--- config.mk ---
export PLATFORM = sky130hd
export DESIGN_NAME = frac_ratio_reducer
export DESIGN_NICKNAME = d
export VERILOG_FILES = /design/src/rtl/frr_pkg.sv /design/src/rtl/frr_gcd.sv /design/src/rtl/frr_divider.sv /design/src/rtl/frac_ratio_reducer.sv
export SDC_FILE = /design/constraint.sdc
export NUM_CORES = 1
export LEC_CHECK = 0
export BUFFER_PORTS_ARGS = -buffer_cell sky130_fd_sc_hd__buf_2
export CORE_ASPECT_RATIO = 1.2
export CORE_MARGIN = 3
export CORE_UTILIZATION = 45
export DETAILED_ROUTE_END_ITERATION = 6
export SYNTH_ARGS = -nofsm -noshare
export SYNTH_HDL_FRONTEND = slang
export SYNTH_SLANG_ARGS = --single-unit
export TNS_END_PERCENT = 50
--- constraint.sdc ---
create_clock -name clk -period 4.5 [get_ports clk]
set_input_delay 1.35 -clock clk [delete_from_list [all_inputs] [get_ports clk]]
set_output_delay 1.35 -clock clk [all_outputs]
set_load 0.01 [all_outputs]
--- src/rtl/frr_pkg.sv ---
package frr_pkg;

  typedef enum logic [2:0] {
    ST_IDLE,
    ST_GCD,
    ST_DIV,
    ST_SCALE,
    ST_FIN
  } frr_state_e;

  localparam int MIN_N_DUAL = 23;
  localparam int MIN_N_OCT  = 75;
  localparam int THR_LOW_MHZ  = 3000;
  localparam int THR_HIGH_MHZ = 3600;

  // smallest legal integer part for the chosen prescaler
  function automatic int min_n_for(input logic sel_89);
    return sel_89 ? MIN_N_OCT : MIN_N_DUAL;
  endfunction

  // highest prescaler input frequency the 4/5 prescaler tolerates
  function automatic int presc_limit(input logic variant);
    return variant ? THR_HIGH_MHZ : THR_LOW_MHZ;
  endfunction

endpackage

--- src/rtl/frr_gcd.sv ---
module frr_gcd #(
  parameter int W = 12
) (
  input  logic         clk,
  input  logic         rst_n,
  input  logic         go,
  input  logic [W-1:0] a_in,
  input  logic [W-1:0] b_in,
  output logic         busy,
  output logic         done,
  output logic [W-1:0] g
);

  logic [W-1:0] a_q, b_q;
  logic         run_q, done_q;

  always_ff @(posedge clk or negedge rst_n) begin
    if (!rst_n) begin
      a_q    <= '0;
      b_q    <= '0;
      run_q  <= 1'b0;
      done_q <= 1'b0;
    end else begin
      done_q <= 1'b0;
      if (go) begin
        a_q   <= a_in;
        b_q   <= b_in;
        run_q <= 1'b1;
      end else if (run_q) begin
        if (b_q == '0) begin
          run_q  <= 1'b0;
          done_q <= 1'b1;
        end else if (a_q >= b_q) begin
          a_q <= a_q - b_q;
        end else begin
          a_q <= b_q;
          b_q <= a_q;
        end
      end
    end
  end

  assign busy = run_q;
  assign done = done_q;
  assign g    = a_q;

  AST_GCD_NONZERO: assert property (@(posedge clk) disable iff (!rst_n)
    done |-> g != '0);

endmodule

--- src/rtl/frr_divider.sv ---
module frr_divider #(
  parameter int W = 12
) (
  input  logic         clk,
  input  logic         rst_n,
  input  logic         go,
  input  logic [W-1:0] num,
  input  logic [W-1:0] den,
  output logic         done,
  output logic [W-1:0] quo
);

  localparam int CW = $clog2(W + 1);

  logic [W-1:0]  rem_q, quo_q, den_q;
  logic [CW-1:0] cnt_q;
  logic          done_q;
  logic [W:0]    trial;
  logic          fits;

  assign trial = {rem_q, quo_q[W-1]};
  assign fits  = trial >= {1'b0, den_q};

  always_ff @(posedge clk or negedge rst_n) begin
    if (!rst_n) begin
      rem_q  <= '0;
      quo_q  <= '0;
      den_q  <= '0;
      cnt_q  <= '0;
      done_q <= 1'b0;
    end else begin
      done_q <= 1'b0;
      if (go) begin
        rem_q <= '0;
        quo_q <= num;
        den_q <= den;
        cnt_q <= CW'(W);
      end else if (cnt_q != '0) begin
        rem_q <= fits ? W'(trial - {1'b0, den_q}) : trial[W-1:0];
        quo_q <= {quo_q[W-2:0], fits};
        cnt_q <= cnt_q - 1'b1;
        if (cnt_q == CW'(1)) done_q <= 1'b1;
      end
    end
  end

  assign done = done_q;
  assign quo  = quo_q;

endmodule

--- src/rtl/frac_ratio_reducer.sv ---
module frac_ratio_reducer
  import frr_pkg::*;
#(
  parameter int FW       = 12,
  parameter int NW       = 16,
  parameter int PW       = 14,
  parameter int LS_FLOOR = 50
) (
  input  logic          clk,
  input  logic          rst_n,
  input  logic          start,
  input  logic [NW-1:0] n_int,
  input  logic [FW-1:0] frac_in,
  input  logic [FW-1:0] mod_in,
  input  logic          low_spur_req,
  input  logic          presc_89_sel,
  input  logic          variant_sel,
  input  logic [PW-1:0] presc_in_mhz,
  output logic          busy,
  output logic          done,
  output logic [FW-1:0] frac_out,
  output logic [FW-1:0] mod_out,
  output logic          int_mode,
  output logic          err_invalid,
  output logic          err_n_min,
  output logic          err_presc,
  output logic          legal_45,
  output logic          legal_89,
  output logic          err_low_spur
);

  localparam logic [FW-1:0] LS_MIN  = FW'(LS_FLOOR);
  localparam logic [FW:0]   MOD_TOP = {1'b0, {FW{1'b1}}};
  localparam int            LANES   = 2;

  frr_state_e state_q;

  logic [NW-1:0] n_q;
  logic [PW-1:0] pin_q;
  logic [FW-1:0] frac_q, mod_q;
  logic          ls_q, p89_q, var_q, inv_q, ls_err_q;
  logic [FW-1:0] fr_w, md_w, fr_b, md_b;

  // named internal events
  logic          accept, in_invalid, gcd_go, gcd_done, gcd_busy;
  logic [FW-1:0] g;
  logic [LANES-1:0]         div_done;
  logic [LANES-1:0][FW-1:0] div_num, div_quo;
  logic          need_scale, needs_89;
  logic [FW:0]   md_next, fr_next;

  assign accept     = (state_q == ST_IDLE) && start;
  assign in_invalid = mod_in < FW'(2);
  assign gcd_go     = accept && !in_invalid;

  frr_gcd #(.W(FW)) u_gcd (
    .clk(clk), .rst_n(rst_n), .go(gcd_go),
    .a_in(mod_in), .b_in(frac_in),
    .busy(gcd_busy), .done(gcd_done), .g(g)
  );

  assign div_num[0] = frac_q;
  assign div_num[1] = mod_q;

  for (genvar i = 0; i < LANES; i++) begin : g_lane
    frr_divider #(.W(FW)) u_div (
      .clk(clk), .rst_n(rst_n), .go(gcd_done),
      .num(div_num[i]), .den(g),
      .done(div_done[i]), .quo(div_quo[i])
    );
  end

  assign need_scale = ls_q && (md_w < LS_MIN);
  assign md_next    = {1'b0, md_w} + {1'b0, md_b};
  assign fr_next    = {1'b0, fr_w} + {1'b0, fr_b};
  assign needs_89   = pin_q > PW'(presc_limit(var_q));

  always_ff @(posedge clk or negedge rst_n) begin
    if (!rst_n) begin
      state_q      <= ST_IDLE;
      n_q          <= '0;
      pin_q        <= '0;
      frac_q       <= '0;
      mod_q        <= '0;
      ls_q         <= 1'b0;
      p89_q        <= 1'b0;
      var_q        <= 1'b0;
      inv_q        <= 1'b0;
      ls_err_q     <= 1'b0;
      fr_w         <= '0;
      md_w         <= '0;
      fr_b         <= '0;
      md_b         <= '0;
      done         <= 1'b0;
      frac_out     <= '0;
      mod_out      <= '0;
      int_mode     <= 1'b0;
      err_invalid  <= 1'b0;
      err_n_min    <= 1'b0;
      err_presc    <= 1'b0;
      legal_45     <= 1'b0;
      legal_89     <= 1'b0;
      err_low_spur <= 1'b0;
    end else begin
      done <= 1'b0;
      unique case (state_q)
        ST_IDLE: if (accept) begin
          n_q      <= n_int;
          pin_q    <= presc_in_mhz;
          frac_q   <= frac_in;
          mod_q    <= mod_in;
          ls_q     <= low_spur_req;
          p89_q    <= presc_89_sel;
          var_q    <= variant_sel;
          inv_q    <= in_invalid;
          ls_err_q <= 1'b0;
          fr_w     <= frac_in;
          md_w     <= mod_in;
          state_q  <= in_invalid ? ST_FIN : ST_GCD;
        end
        ST_GCD: if (gcd_done) state_q <= ST_DIV;
        ST_DIV: if (div_done[0]) begin
          fr_w    <= div_quo[0];
          md_w    <= div_quo[1];
          fr_b    <= div_quo[0];
          md_b    <= div_quo[1];
          state_q <= ST_SCALE;
        end
        ST_SCALE: begin
          if (!need_scale) begin
            state_q <= ST_FIN;
          end else if (md_next > MOD_TOP) begin
            ls_err_q <= 1'b1;
            state_q  <= ST_FIN;
          end else begin
            md_w <= md_next[FW-1:0];
            fr_w <= fr_next[FW-1:0];
          end
        end
        ST_FIN: begin
          frac_out     <= fr_w;
          mod_out      <= md_w;
          int_mode     <= frac_q == '0;
          err_invalid  <= inv_q;
          err_n_min    <= n_q < NW'(min_n_for(p89_q));
          err_presc    <= !p89_q && needs_89;
          legal_45     <= (n_q >= NW'(min_n_for(1'b0))) && !needs_89;
          legal_89     <= n_q >= NW'(min_n_for(1'b1));
          err_low_spur <= ls_err_q;
          done         <= 1'b1;
          state_q      <= ST_IDLE;
        end
        default: state_q <= ST_IDLE;
      endcase
    end
  end

  assign busy = state_q != ST_IDLE;

  AST_DONE_ONE_CYCLE: assert property (@(posedge clk) disable iff (!rst_n)
    done |=> !done);
  AST_BUSY_IGNORES_START: assert property (@(posedge clk) disable iff (!rst_n)
    busy && start |=> $stable(mod_q) && $stable(frac_q));
  AST_DIV_EXACT: assert property (@(posedge clk) disable iff (!rst_n)
    div_done[0] |-> ({{FW{1'b0}}, div_quo[0]} * {{FW{1'b0}}, g} == {{FW{1'b0}}, frac_q})
                 && ({{FW{1'b0}}, div_quo[1]} * {{FW{1'b0}}, g} == {{FW{1'b0}}, mod_q}));
  AST_MOD_NONZERO: assert property (@(posedge clk) disable iff (!rst_n)
    done && !err_invalid |-> mod_out != '0);
  AST_INT_FRAC_ZERO: assert property (@(posedge clk) disable iff (!rst_n)
    done && int_mode && !err_invalid |-> frac_out == '0);
  AST_LS_FLOOR: assert property (@(posedge clk) disable iff (!rst_n)
    done && ls_q && !err_invalid && !err_low_spur |-> mod_out >= LS_MIN);
  AST_GCD_ONLY_WHEN_BUSY: assert property (@(posedge clk) disable iff (!rst_n)
    gcd_busy |-> busy);

endmodule

==> flow_metrics.env <==
export IMPL_skew_ns=0.0126
export IMPL_wirelength_um=35200
export IMPL_cp_num_buf_inv=2
export IMPL_ys_seq_area_frac=0.443
export IMPL_cts_max_path_buffers=3
export IMPL_synth_distinct_cells=77
export IMPL_synth_common_cells="nand2_1 (361), dfrtp_1 (237), o21ai_0 (115)"
export IMPL_critical_path_arrival_ns=1.86
export IMPL_synth_compound_area_share=0.167
export IMPL_placed_cell_area_um2=14200
export IMPL_drive_gt1_frac=0.135
export IMPL_crit_family="flip-flops"
export IMPL_hold_violations=0
export IMPL_synth_edff_count=0
export IMPL_grt_pass1_vias=10867
export IMPL_async_flop_share=1.00
export IMPL_post_synth_top_area_cell="dfrtp_1"
export IMPL_cts_buffers=27
export IMPL_timing_setup_tns_ns=0
export IMPL_port_buffer_count=92
export IMPL_whs_ns=0.466
export IMPL_yosysWarnings=0
export IMPL_worst_slew_pin_slew_ns=1.17
export IMPL_cts_root_buf="clkbuf_16"
export IMPL_critPathKind="reg2out"
export IMPL_setup_viol=0
export IMPL_cts_repair_resized=0
export IMPL_htreeDepth=1
export IMPL_period_share=0.714
export IMPL_vias=10771
export IMPL_synth_xor_area_frac=0.0203
export IMPL_post_synth_top_count_cell="nand2_1"
export IMPL_outcome="finished clean"
export IMPL_synth_area_top_cells="dfrtp_1 (44%), nand2_1 (10%), ha_1 (6.7%), mux2i_1 (4.6%), o21ai_0 (4.3%)"
export IMPL_hold_buffers=0
export IMPL_synth_avg_cell_area_um2=9.08
export IMPL_synthToLayoutAreaGrowth_pct=13.1
export IMPL_place_inst=1899
export IMPL_syn_inst=1473
export IMPL_end_kind="primary output"
export IMPL_syn_num_nets=1610
export IMPL_antenna_found_initial=0
export IMPL_synth_top_area_share=0.443
export IMPL_relSlewSlack=0.220
export IMPL_synth_top_family_by_area="simple AND/OR/NAND/NOR gates"
export IMPL_core_area_um2=29000
export IMPL_cts_setup_buffers=0
export IMPL_max_freq_ghz=0.311
export IMPL_synth_seq_cells=237
export IMPL_peakVddDrop_uv=420
export IMPL_clock_latency_ns=0.55
export IMPL_cts_num_sinks=237
export IMPL_dp_final_hpwl_um=25100
export IMPL_via_per_inst=5.53
export IMPL_dr_pass1_iters=5
export IMPL_p_leak_nw=7.25
export IMPL_period_minus_slack_ns=3.21
export IMPL_die_area_um2=31900
export IMPL_cap_violations=0
export IMPL_ys_flop_type="dfrtp_1"
export IMPL_cp_cell_sequence="nor3_1, inv_1, buf_2"
export IMPL_drc_errors=0
export IMPL_grt_pass1_wl_um=57300
export IMPL_fin_cells=1947
export IMPL_slowest_stage="dfrtp_1"
export IMPL_stdcell_area_um2=15100
export IMPL_initial_core_util=0.461
export IMPL_drv_slew=0
export IMPL_grtUsageTotal=0.221
export IMPL_antenna_left=0
export IMPL_finalNetCount=1680
export IMPL_die_x_um=163
export IMPL_synthAdderAreaFrac=0.0748
export IMPL_fp_dieH_um=195
export IMPL_num_io_pins=93
export IMPL_routabilityCongestion=0.918
export IMPL_drt_first_iter_violations=549
export IMPL_grt_max_degree=99
export IMPL_std_cell_rows=68
export IMPL_cts_clk_slew_worst_paths_ns=0.06
export IMPL_worstPathRequired_ns=3.15
export IMPL_hold_class="reg2reg"
export IMPL_cp_max_fo=16
export IMPL_rsz0062_at_grt="no"
export IMPL_yosys_area_share_simple=0.181
export IMPL_grt_ovfl_total=0
export IMPL_start_kind="flop"
export IMPL_wl_per_cell_um=18.1
export IMPL_cts_tree="built"
export IMPL_antenna_cells=0
export IMPL_synthMuxAreaShare=0.0725
export IMPL_cpPeakStageDelay_ns=0.59
export IMPL_power_density_nw_per_um2=868
export IMPL_netlist_area_um2=13400
state kept, by name, indices dropped and copies added (netlist names), 3 cells and up:
register and count:
fr_b 12, fr_w 12, frac_out 12, frac_q 12, g_lane.u_div.cnt_q 8, g_lane.u_div.den_q 12
g_lane.u_div.quo 24, g_lane.u_div.rem_q 24, md_b 12, md_w 12, mod_out 12, mod_q 12
n_q 16, pin_q 14, state_q 3, u_gcd.b_q 12, u_gcd.g 12
area by class of cell:
cell class | count | area (um^2)
fillers | 2714 | 13900
multi-input cells | 1103 | 6920
flip-flops and latches | 237 | 5930
clock buffers | 39 | 801
repair buffers | 111 | 626
well taps | 385 | 482
inverters | 63 | 236
clock inverters | 9 | 140
where the power goes:
| part | switching [mW] | internal, mW | leakage (nW) |
|---|---|---|---|
| clock network | 0.909 | 1.41 | 0.459 |
| registers | 0.908 | 3.14 | 2.94 |
| logic | 3.83 | 2.96 | 3.85 |
cell usage in the layout, fill, tap and decap left out, types with 11 or more instances in the layout:
master and count:
a211oi_1 30, a21o_1 20, a21oi_1 51, buf_2 91, buf_4 18, clkbuf_16 27
dfrtp_1 236, ha_1 72, inv_1 62, mux2_2 27, mux2i_1 62, nand2_1 360
nand2b_1 12, nand3_1 24, nor2_1 70, nor2b_1 17, nor3_1 21, nor4_1 12
o211ai_1 11, o21a_1 11, o21ai_0 115, o31ai_1 18, xnor2_1 25
through the flow:
stage               setup slack (ns)  power (mW)   util
floorplan                       1.70        9.13      -
global placement                1.06        10.7  0.489
detailed placement              1.01        10.8  0.489
CTS                             1.29        13.2  0.522
global route                    1.16        14.3  0.522
finish                          1.29        13.1  0.522
routing by layer:
layer / share of wire / vias up / global-route usage
met5: 0 / - / 0
met4: 0.022 / 0 / 0.0561
met3: 0.039 / 47 / 0.0258
met2: 0.49 / 214 / 0.379
met1: 0.45 / 5224 / 0.299
li1: - / 5286 / -
tightest hold or removal path: stages, from the launching register on:
cell and delay, ns:
dfrtp_1 0.33, nand2_1 0.05, nand2_1 0.05
cell families after synthesis:
kind of cell / count (synthesis)
AND/OR/NAND/NOR: 563
AO/OA/AOI/OAI: 340
flip-flops: 237
buffers and inverters: 133
multiplexers: 92
adder cells (fa/ha/maj): 77
XOR/XNOR: 31
final timing paths:
kind	endpoint	slack, ns	cells after the start	startpoint
max	busy	1.29	3	state_q[0]
min	frac_out[9]	0.47	2	frac_out[9]
max reg2reg	fr_w[11]	1.36	9	md_w[0]
min reg2reg	frac_out[9]	0.47	2	frac_out[9]
max in group asynchronous	done	2.77	2	rst_n
min in group asynchronous	g_lane[1].u_div.rem_q[9]	0.73	1	rst_n
No activity file was read; power rests on OpenSTA's default activity.
